===== src/rtl/dsp_acc_pkg.sv =====
package dsp_acc_pkg;

    typedef enum logic [3:0] {
        OP_MUL_HI = 4'd0,
        OP_MUL_LO = 4'd1,
        OP_MAC_HI = 4'd2,
        OP_MAC_LO = 4'd3,
        OP_RD_HI  = 4'd4,
        OP_RD_MID = 4'd5,
        OP_RD_LO  = 4'd6,
        OP_LD_HI  = 4'd7,
        OP_LD_LO  = 4'd8,
        OP_ROUND  = 4'd9
    } acc_op_e;

    typedef enum logic [1:0] {
        SL_HI  = 2'd0,
        SL_MID = 2'd1,
        SL_LO  = 2'd2
    } slice_e;

    typedef struct packed {
        logic   known;
        logic   mul;
        logic   use_hi;
        logic   accum;
        logic   rd;
        slice_e rd_sel;
        logic   ld_hi;
        logic   ld_lo;
        logic   rnd;
    } acc_ctl_t;

    function automatic acc_ctl_t decode_op(input logic [3:0] code);
        acc_ctl_t c;
        c = '0;
        c.rd_sel = SL_HI;
        c.known = 1'b1;
        case (code)
            OP_MUL_HI: begin c.mul = 1'b1; c.use_hi = 1'b1; end
            OP_MUL_LO: begin c.mul = 1'b1; end
            OP_MAC_HI: begin c.mul = 1'b1; c.use_hi = 1'b1; c.accum = 1'b1; end
            OP_MAC_LO: begin c.mul = 1'b1; c.accum = 1'b1; end
            OP_RD_HI:  begin c.rd = 1'b1; c.rd_sel = SL_HI; end
            OP_RD_MID: begin c.rd = 1'b1; c.rd_sel = SL_MID; end
            OP_RD_LO:  begin c.rd = 1'b1; c.rd_sel = SL_LO; end
            OP_LD_HI:  c.ld_hi = 1'b1;
            OP_LD_LO:  c.ld_lo = 1'b1;
            OP_ROUND:  c.rnd = 1'b1;
            default:   c.known = 1'b0;
        endcase
        return c;
    endfunction

endpackage


===== src/rtl/dsp_half_mult.sv =====
module dsp_half_mult #(
    parameter int DATA_W = 32
) (
    input  logic [DATA_W-1:0]   a,
    input  logic [DATA_W-1:0]   b,
    input  logic                use_hi,
    output logic [2*DATA_W-1:0] prod
);
    localparam int HALF_W = DATA_W / 2;
    localparam int ACC_W  = 2 * DATA_W;

    logic [DATA_W-1:0] part [2];

    for (genvar g = 0; g < 2; g++) begin : g_half
        logic signed [HALF_W-1:0] ha, hb;
        logic signed [DATA_W-1:0] p;
        always_comb begin
            ha = a[g*HALF_W +: HALF_W];
            hb = b[g*HALF_W +: HALF_W];
            p  = DATA_W'(ha) * DATA_W'(hb);
        end
        assign part[g] = p;
    end

    logic [DATA_W-1:0] sel;
    assign sel  = use_hi ? part[1] : part[0];
    assign prod = {{(ACC_W-DATA_W){sel[DATA_W-1]}}, sel};

endmodule


===== src/rtl/dsp_round_sat.sv =====
module dsp_round_sat #(
    parameter int DATA_W = 32,
    parameter int SH_W   = 2
) (
    input  logic [2*DATA_W-1:0] acc_in,
    input  logic [SH_W-1:0]     shamt,
    output logic [2*DATA_W-1:0] acc_out
);
    localparam int HALF_W = DATA_W / 2;
    localparam int ACC_W  = 2 * DATA_W;
    localparam logic [ACC_W-1:0] RND_K  = ACC_W'(1) << (DATA_W - 1);
    localparam logic [ACC_W-1:0] SAT_HI =
        {{(HALF_W+1){1'b0}}, {(HALF_W-1){1'b1}}, {DATA_W{1'b0}}};
    localparam logic [ACC_W-1:0] SAT_LO =
        {{(HALF_W+1){1'b1}}, {(HALF_W-1){1'b0}}, {DATA_W{1'b0}}};

    logic [SH_W-1:0]  eff_sh;
    logic [ACC_W-1:0] shifted, summed;

    always_comb begin
        if (shamt == SH_W'(1) || shamt == SH_W'(2))
            eff_sh = shamt;
        else
            eff_sh = SH_W'(1);
        shifted = acc_in << eff_sh;
        summed  = shifted + RND_K;
        if ($signed(summed) > $signed(SAT_HI))
            acc_out = SAT_HI;
        else if ($signed(summed) < $signed(SAT_LO))
            acc_out = SAT_LO;
        else
            acc_out = {summed[ACC_W-1:DATA_W], {DATA_W{1'b0}}};
    end

endmodule


===== src/rtl/dsp_slice_sel.sv =====
module dsp_slice_sel
    import dsp_acc_pkg::*;
#(
    parameter int DATA_W = 32
) (
    input  logic [2*DATA_W-1:0] acc,
    input  slice_e              sel,
    output logic [DATA_W-1:0]   slice
);
    localparam int HALF_W = DATA_W / 2;

    always_comb begin
        case (sel)
            SL_HI:   slice = acc[2*DATA_W-1:DATA_W];
            SL_MID:  slice = acc[DATA_W+HALF_W-1:HALF_W];
            default: slice = acc[DATA_W-1:0];
        endcase
    end

endmodule


===== src/rtl/dsp_acc_unit.sv =====
module dsp_acc_unit
    import dsp_acc_pkg::*;
#(
    parameter int DATA_W = 32,
    parameter int SH_W   = 2
) (
    input  logic              clk,
    input  logic              rst,
    input  logic              start,
    input  logic [3:0]        opcode,
    input  logic [DATA_W-1:0] opnd_a,
    input  logic [DATA_W-1:0] opnd_b,
    input  logic [SH_W-1:0]   shamt,
    output logic [DATA_W-1:0] result,
    output logic              done
);
    localparam int HALF_W = DATA_W / 2;
    localparam int ACC_W  = 2 * DATA_W;

    acc_ctl_t          ctl;
    logic [ACC_W-1:0]  acc_q, acc_d, prod, rnd_val;
    logic [DATA_W-1:0] rd_val, res_d;

    assign ctl = decode_op(opcode);

    dsp_half_mult #(.DATA_W(DATA_W)) u_mult (
        .a(opnd_a), .b(opnd_b), .use_hi(ctl.use_hi), .prod(prod)
    );

    dsp_round_sat #(.DATA_W(DATA_W), .SH_W(SH_W)) u_round (
        .acc_in(acc_q), .shamt(shamt), .acc_out(rnd_val)
    );

    dsp_slice_sel #(.DATA_W(DATA_W)) u_slice (
        .acc(acc_q), .sel(ctl.rd_sel), .slice(rd_val)
    );

    always_comb begin
        acc_d = acc_q;
        if (ctl.mul)
            acc_d = ctl.accum ? (acc_q + prod) : prod;
        else if (ctl.ld_hi)
            acc_d = {opnd_a, acc_q[DATA_W-1:0]};
        else if (ctl.ld_lo)
            acc_d = {acc_q[ACC_W-1:DATA_W], opnd_a};
        else if (ctl.rnd)
            acc_d = rnd_val;

        if (!ctl.known)
            res_d = '0;
        else if (ctl.rd)
            res_d = rd_val;
        else
            res_d = acc_d[ACC_W-1:DATA_W];
    end

    always_ff @(posedge clk) begin
        if (rst) begin
            acc_q  <= '0;
            result <= '0;
            done   <= 1'b0;
        end else begin
            done <= start;
            if (start) begin
                acc_q  <= acc_d;
                result <= res_d;
            end
        end
    end

    p_done_pulse_r2: assert property (@(posedge clk) disable iff (rst)
        start |=> done);

    p_done_quiet_r2: assert property (@(posedge clk) disable iff (rst)
        !start |=> !done);

    p_read_keeps_acc_r6: assert property (@(posedge clk) disable iff (rst)
        (start && (opcode == OP_RD_HI || opcode == OP_RD_MID || opcode == OP_RD_LO))
        |=> $stable(acc_q));

    p_round_low_clear_r8: assert property (@(posedge clk) disable iff (rst)
        (start && opcode == OP_ROUND) |=> (acc_q[DATA_W-1:0] == '0));

    p_round_bounds_r9: assert property (@(posedge clk) disable iff (rst)
        (start && opcode == OP_ROUND) |=>
        ($signed(acc_q[ACC_W-1:DATA_W]) <= $signed(DATA_W'((1 << (HALF_W-1)) - 1)) &&
         $signed(acc_q[ACC_W-1:DATA_W]) >= -$signed(DATA_W'(1 << (HALF_W-1)))));

    p_unknown_keeps_acc_r11: assert property (@(posedge clk) disable iff (rst)
        (start && opcode > OP_ROUND) |=> ($stable(acc_q) && result == '0));

endmodule


===== config.mk =====
export PLATFORM = sky130hd
export DESIGN_NAME = dsp_acc_unit
export DESIGN_NICKNAME = d
export VERILOG_FILES = /design/src/rtl/dsp_acc_pkg.sv /design/src/rtl/dsp_half_mult.sv /design/src/rtl/dsp_round_sat.sv /design/src/rtl/dsp_slice_sel.sv /design/src/rtl/dsp_acc_unit.sv
export SDC_FILE = /design/constraint.sdc
export NUM_CORES = 2
export LEC_CHECK = 0
export ABC_AREA = 1
export BUFFER_PORTS_ARGS = -buffer_cell sky130_fd_sc_hd__buf_4
export CORE_MARGIN = 2
export CORE_UTILIZATION = 70
export DETAILED_ROUTE_END_ITERATION = 7
export PLACE_DENSITY = 0.88
export SYNTH_ARGS = -nofsm -noshare
export SYNTH_HDL_FRONTEND = slang
export SYNTH_HIERARCHICAL = 1
export SYNTH_SLANG_ARGS = --single-unit

===== constraint.sdc =====
create_clock -name clk -period 20.6 [get_ports clk]
set_input_delay 4.12 -clock clk [delete_from_list [all_inputs] [get_ports clk]]
set_output_delay 4.12 -clock clk [all_outputs]
set_load 0.02 [all_outputs]

Word-level counts from Yosys, hierarchy flattened
Index checks and enable logic that the tools add are counted.
{"block": "classes", "n_reduce_logical": 9, "shift": 1, "muxes": 20, "eq_ne": 13, "multipliers": 2, "order_cmp": 2, "n_addsub": 2}
{"op": "2-to-1 mux 64 bit", "n": 7}
{"op": "2-to-1 mux 32 bit", "n": 3}
{"op": "adder 64 x 32 -> 64 bit (second input constant)", "n": 1}
{"op": "adder 64 bit", "n": 1}
{"op": "greater-than comparator 64 x 48 -> 1 bit (second input constant)", "n": 1}
{"op": "< comparator 64 x 48 -> 1 bit (second input constant)", "n": 1}
{"op": "multiplier 16 x 16 -> 32 bit", "n": 2}
{"op": "case mux 32 bit (2 select lines)", "n": 1}
{"op": "left shift 64 x 2 -> 64 bit", "n": 1}
{"op": "equality test 4 x 3 -> 1 bit (second input constant)", "n": 4}
{"op": "OR reduction 10 bit", "n": 1}
{"op": "case mux 3 bit (3 select lines)", "n": 1}
{"op": "equality test 4 x 2 -> 1 bit (second input constant)", "n": 2}
{"op": "equality test 4 bit (second input constant)", "n": 2}
{"op": "2-to-1 mux 1 bit", "n": 7}
{"op": "equality test 2 x 1 -> 1 bit (second input constant)", "n": 2}
{"op": "equality test 4 x 1 -> 1 bit (second input constant)", "n": 1}
{"op": "zero test 4 bit", "n": 1}
{"op": "OR reduction 2 bit", "n": 2}
{"op": "OR reduction 4 bit", "n": 1}
{"op": "AND reduction 3 bit", "n": 1}
{"op": "nonzero test 3 bit", "n": 1}
{"op": "equality test 2 bit (second input constant)", "n": 1}
{"op": "zero test 2 bit", "n": 1}
{"op": "3 further kinds", "n": 3}
{"block": "totals", "output_inout_bits": 33, "wordCells": 53, "regBits": 97, "in_bits": 73}

Logic depth before layout (Yosys ltp)
{"block": "logic_depth", "ltp_word": 14, "ltp_mapped": 47}

Modules after synthesis
Netlist, hierarchy kept.
{"mod": "dsp_half_mult", "area_each_um2": 22236.3, "cells_each": 3067, "instances": 1, "seq_area_each_um2": 0.0}
{"mod": "dsp_acc_unit", "area_each_um2": 11733.8, "cells_each": 2194, "instances": 1, "seq_area_each_um2": 1941.9}
{"mod": "dsp_round_sat", "area_each_um2": 2807.7, "cells_each": 567, "instances": 1, "seq_area_each_um2": 0.0}
{"mod": "dsp_slice_sel", "area_each_um2": 700.7, "cells_each": 144, "instances": 1, "seq_area_each_um2": 0.0}

Worst setup path after synthesis
Ideal clock, no wire load.
{"block": "synth_timing", "path_type": "input port to flip-flop", "start": "input opnd_b[21]", "end": "register result[25]", "stages": 38, "required_ns": 20.465, "arrival_ns": 11.316, "setup_ns": 0.135, "path_slack_ns": 9.149, "cell_sequence": "clkbuf_1 -> clkbuf_1 -> nand2_1 -> fa_1 -> inv_1 -> fa_1 -> fa_1 -> fa_1 -> fa_1 -> inv_1 -> fa_1 -> inv_1 -> ha_1 -> nand2_2 -> nor2_2 -> inv_2 -> nor2_4 -> and2_1 -> [... 2 more ...] -> nand2_1 -> nand3_1 -> nand2_1 -> buf_4 -> ha_1 -> nand2_1 -> nor2_2 -> nand2_1 -> nor4_2 -> nand2_1 -> nand2_1 -> nand2_1 -> nand3_1 -> nand2_1 -> nand2_1 -> nand2_1 -> nand2_1 -> a21oi_2"}
{"block": "synth_between", "elab_chain_cells": 7}
{"item": "start, declared", "line": "dsp_acc_unit.sv:12", "source": "input logic [DATA_W-1:0] opnd_b,"}
{"item": "multiplier 16 x 16 -> 32 bit (*)", "line": "dsp_half_mult.sv:20", "source": "p = DATA_W'(ha) * DATA_W'(hb);"}
{"item": "2-to-1 mux 32 bit (*)", "line": "dsp_half_mult.sv:26", "source": "assign sel = use_hi ? part[1] : part[0];"}
{"item": "named net prod[31]", "line": "dsp_acc_unit.sv:21", "source": "logic [ACC_W-1:0] acc_q, acc_d, prod, rnd_val;"}
{"item": "adder 64 bit", "line": "dsp_acc_unit.sv:41", "source": "acc_d = ctl.accum ? (acc_q + prod) : prod;"}
{"item": "2-to-1 mux 64 bit (*)", "line": "dsp_acc_unit.sv:41"}
{"item": "2-to-1 mux 64 bit (*)", "line": "dsp_acc_unit.sv:40", "source": "if (ctl.mul)"}
{"item": "2-to-1 mux 32 bit (*)", "line": "dsp_acc_unit.sv:51", "source": "else if (ctl.rd)"}
{"item": "2-to-1 mux 32 bit (*)", "line": "dsp_acc_unit.sv:49", "source": "if (!ctl.known)"}
{"item": "end signal, assigned", "line": "dsp_acc_unit.sv:66", "source": "result <= res_d;"}
{"item": "end, declared", "line": "dsp_acc_unit.sv:14", "source": "output logic [DATA_W-1:0] result,"}
Mark *: on every way through the listed nets, which the timed path passes. The rest lies on a longest branch.
A chain may end at the register's enable or synchronous reset.

Final worst setup path
{"block": "layout_timing", "start": "input opnd_a[15]", "end": "register result[29]"}
{"block": "layout_between", "elab_chain_cells": 7}
{"item": "start, declared", "line": "dsp_acc_unit.sv:11", "source": "input logic [DATA_W-1:0] opnd_a,"}
{"item": "multiplier 16 x 16 -> 32 bit (*)", "line": "dsp_half_mult.sv:20"}
{"item": "2-to-1 mux 32 bit (*)", "line": "dsp_half_mult.sv:26"}
{"item": "named net prod[31]", "line": "dsp_acc_unit.sv:21"}
{"item": "adder 64 bit", "line": "dsp_acc_unit.sv:41"}
{"item": "2-to-1 mux 64 bit (*)", "line": "dsp_acc_unit.sv:41"}
{"item": "2-to-1 mux 64 bit (*)", "line": "dsp_acc_unit.sv:40"}
{"item": "2-to-1 mux 32 bit (*)", "line": "dsp_acc_unit.sv:51"}
{"item": "2-to-1 mux 32 bit (*)", "line": "dsp_acc_unit.sv:49"}
Marks and branches as above.

==> summary.md <==
| Metric | Value |
|---|---|
| Worst reg2reg path depth | `23` |
| Largest stage delay, worst path | `0.92 ns` |
| Port Buffers | `105` |
| Crit path capture type | `register` |
| Drt first pass iters | `8` |
| CTS root buf | `clkbuf_16` |
| Final net count | `6663` |
| Total congestion overflow | `0` |
| Total track usage | `43.8%` |
| Synth Flop Type | `dfxtp_1` |
| Synth async-reset ratio | `0%` |
| RSZ-0062 raised after global routing | `false` |
| Post-synth EDFFs | `0` |
| Critical path's most frequent cell | `nand2_1` |
| Setup crit start kind | `input pin` |
| Number of DRC markers in iteration 0 | `4865` |
| Worst Max-Slew Pin Slew | `1.08 ns` |
| Leading area contributor after synthesis | `fa_1` |
| Top-count cell post-synth | `nand2_1` |
| TritonCTS buffer count | `9` |
| Core ar. | `52800 µm²` |
| Initial Util | `71.0%` |
| Cells after Synth | `5972` |
| CTS tree | `yes` |
| Synth Area in Simple Gates | `31.5%` |
| # rows | `84` |
| R2r endpoint | `result[1]` |
| Synth Area in Adders | `35.7%` |
| IO Count | `106` |
| Synthesis warning total | `6` |
| CTS sink cnt | `97` |
| Flop-to-flop setup slack | `15.59 ns` |
| Fill count | `4534` |
| Flip-flop and latch count after synthesis | `97` |
| Final hold violation count | `0` |
| Period utilisation layout | `59.8%` |
| Vias in the first global route | `36600` |
| Hold Path Sink | `result[1]` |
| Top post-synthesis cells by area | `fa_1 (28%), nand2_1 (19%), inv_1 (14%)` |
| Seq/Total Area, Yosys | `5.18%` |
| Die W | `235 µm` |
| Largest family of logic cells by synthesized area | `adder cells` |
| Area Overhead vs Synth | `1.73%` |
| Mean post-synth cell area | `6.28 µm²` |
| # resized after CTS | `0` |
| Max-cap check violation count | `0` |
| Worst skew pair latency | `0.37 ns` |
| Top cell type's share of synthesized area | `28.0%` |
| WP data arrival | `12.63 ns` |
| Final setup fails | `0` |
| WL/cell | `18.7 µm` |
| Setup TNS | `0 ns` |
| Synth Cell Area | `37500 µm²` |
| CTS max path bufs | `2` |
| Largest net degree at the start of global routing | `67` |
| Fmax | `81.1 MHz` |
| Final slew viol count | `0` |
| Crit Path Class | `in2reg` |
| Post-CTS Setup Bufs | `0` |
| Routed Antenna Nets | `0` |
| Failing checks | `design-rule violations` |
| Die area | `55400 µm²` |
| Initial antenna violation count | `4` |
| Worst min-delay path class | `reg2reg` |
| Max FO, Critical Path | `66` |
| Most common library cells after synthesis | `nand2_1 (1931), inv_1 (1367), fa_1 (525)` |
| DP Wirelength | `99.2 mm` |
| Unique cell type count in the Yosys netlist | `56` |
| RePlAce Congestion | `1.06` |
| Worst relative slew slack | `28.2%` |
| Synth Area in XOR/XNOR | `1.12%` |
| Outcome | `complete, but fails checks` |
| Hold-fix buffers at CTS | `0` |
| Compound-cell area share of the yosys netlist | `8.27%` |
| Ratio of cells with drive above 1 in the final layout | `5.98%` |
| FF-to-FF Start | `acc_q[29]` |
| Via density | `5.78` |
| First-pass GRT wire length | `192 mm` |
| Drt drc | `6` |
| H-tree depth | `3` |
| Final wirelength | `122 mm` |
| Min cycle time layout | `12.33 ns` |
| Final Skew | `0.0123 ns` |
| Hold path startpoint | `result[1]` |
| Critical path required time | `20.90 ns` |
| Slowest stage cell, crit path | `fa_1` |
| Clock Pin Slew Worst Setup and Hold Paths | `0.07 ns` |
| Die H | `235 µm` |
| WHS Path Cells | `2` |
| Mux contribution to synthesized area | `0%` |
| Vias | `37800` |
==> layer usage <==
| layer | up-vias | routed length, µm | GRT usage, % |
|---|---|---|---|
| met5 | - | 0 | 0 |
| met4 | 0 | 5850 | 19.1 |
| met3 | 460 | 15500 | 8.75 |
| met2 | 2485 | 53400 | 68.4 |
| met1 | 17400 | 47400 | 59.5 |
| li1 | 17400 | - | - |
==> area by class of cell <==
class / count / area, µm² / share of cell area [%]
inverters: 1400 / 5260 / 13.8
diodes: 3 / 7.51 / 0.0197
multi-input cells: 4211 / 28900 / 75.7
clock buffers: 9 / 225 / 0.591
repair buffers: 117 / 878 / 2.30
clock inverters: 7 / 101 / 0.266
flip-flops and latches: 97 / 1940 / 5.09
well taps: 688 / 861 / 2.26
==> how the worst max path moves through the flow <==
stage / cells after the start / startpoint / slack (ns) / endpoint
3_3_place_gp: 41 / opnd_a[15] / 8.23 / result[19]
4_1_cts: 41 / opnd_a[15] / 8.47 / result[19]
3_5_place_dp: 41 / opnd_a[15] / 8.13 / result[19]
6_report: 37 / opnd_a[15] / 8.27 / result[29]
5_1_grt: 41 / opnd_a[15] / 7.70 / result[29]
2_1_floorplan: 38 / opnd_b[21] / 9.15 / result[25]
==> cells by family (layout without fill, tap and decap cells) <==
kind of cell / after synthesis / in the layout
simple gates: 2830 / 2830
buf+inv: 1695 / 1533
compound gates: 547 / 547
other cells: 1 / 35
flops: 97 / 97
fa+ha+maj: 754 / 754
xor+xnor: 48 / 48
==> flip-flops by register name, indices dropped and copies added, names as in the netlist <==
signal,count
acc_q,64
result,32
done,1
==> stage by stage <==
stage	std cells	cell area (µm²)	utilization (%)	hold WS (ns)	setup slack, ns
after CTS	6529	38100	72.2	0.471	8.47
final	6532	38100	72.3	0.474	8.27
after detailed placement	6513	37800	71.6	0.459	8.13
after floorplan	6003	37600	-	0.520	9.15
after global routing	6529	38100	72.2	0.486	7.70
after global placement	6513	37800	71.6	0.454	8.23
==> critical path, delay by kind of cell <==
| kind | cells | cell delay [ns] |
|---|---|---|
| AOI/OAI and AO/OA | 5 | 0.98 |
| adders and majority gates | 8 | 4.51 |
| buffers and inverters | 6 | 1.07 |
| and+or+nand+nor | 18 | 1.89 |
==> cells in the final DEF (no fill, tap or decap), types with 3 or more instances in the layout <==
master and count:
nand3_1 308, nand2_1 1929, a21oi_2 19, nor2_1 343
clkinv_1 5, nor4_1 7, inv_2 28, nand2_2 60
and2_1 4, conb_1 32, o21ai_1 15, diode_2 3
o21ai_0 173, nand3_2 17, a21oi_1 254, o221ai_1 27
o21bai_1 23, o221a_2 6, clkbuf_16 9, a211oi_1 7
ha_1 229, nand3b_1 11, xnor2_1 15, xor2_1 33
nor3_1 23, nor2_4 12, dfxtp_1 97, or2_2 9
o22ai_1 3, fa_1 525, buf_4 117, nor3_2 10
nor2_2 40, a21o_1 3, inv_1 1367, o21ai_2 7
nand4_1 47
Power is not shown: default switching activity piles up to over one toggle a cycle in this logic, so the estimate is an artifact.
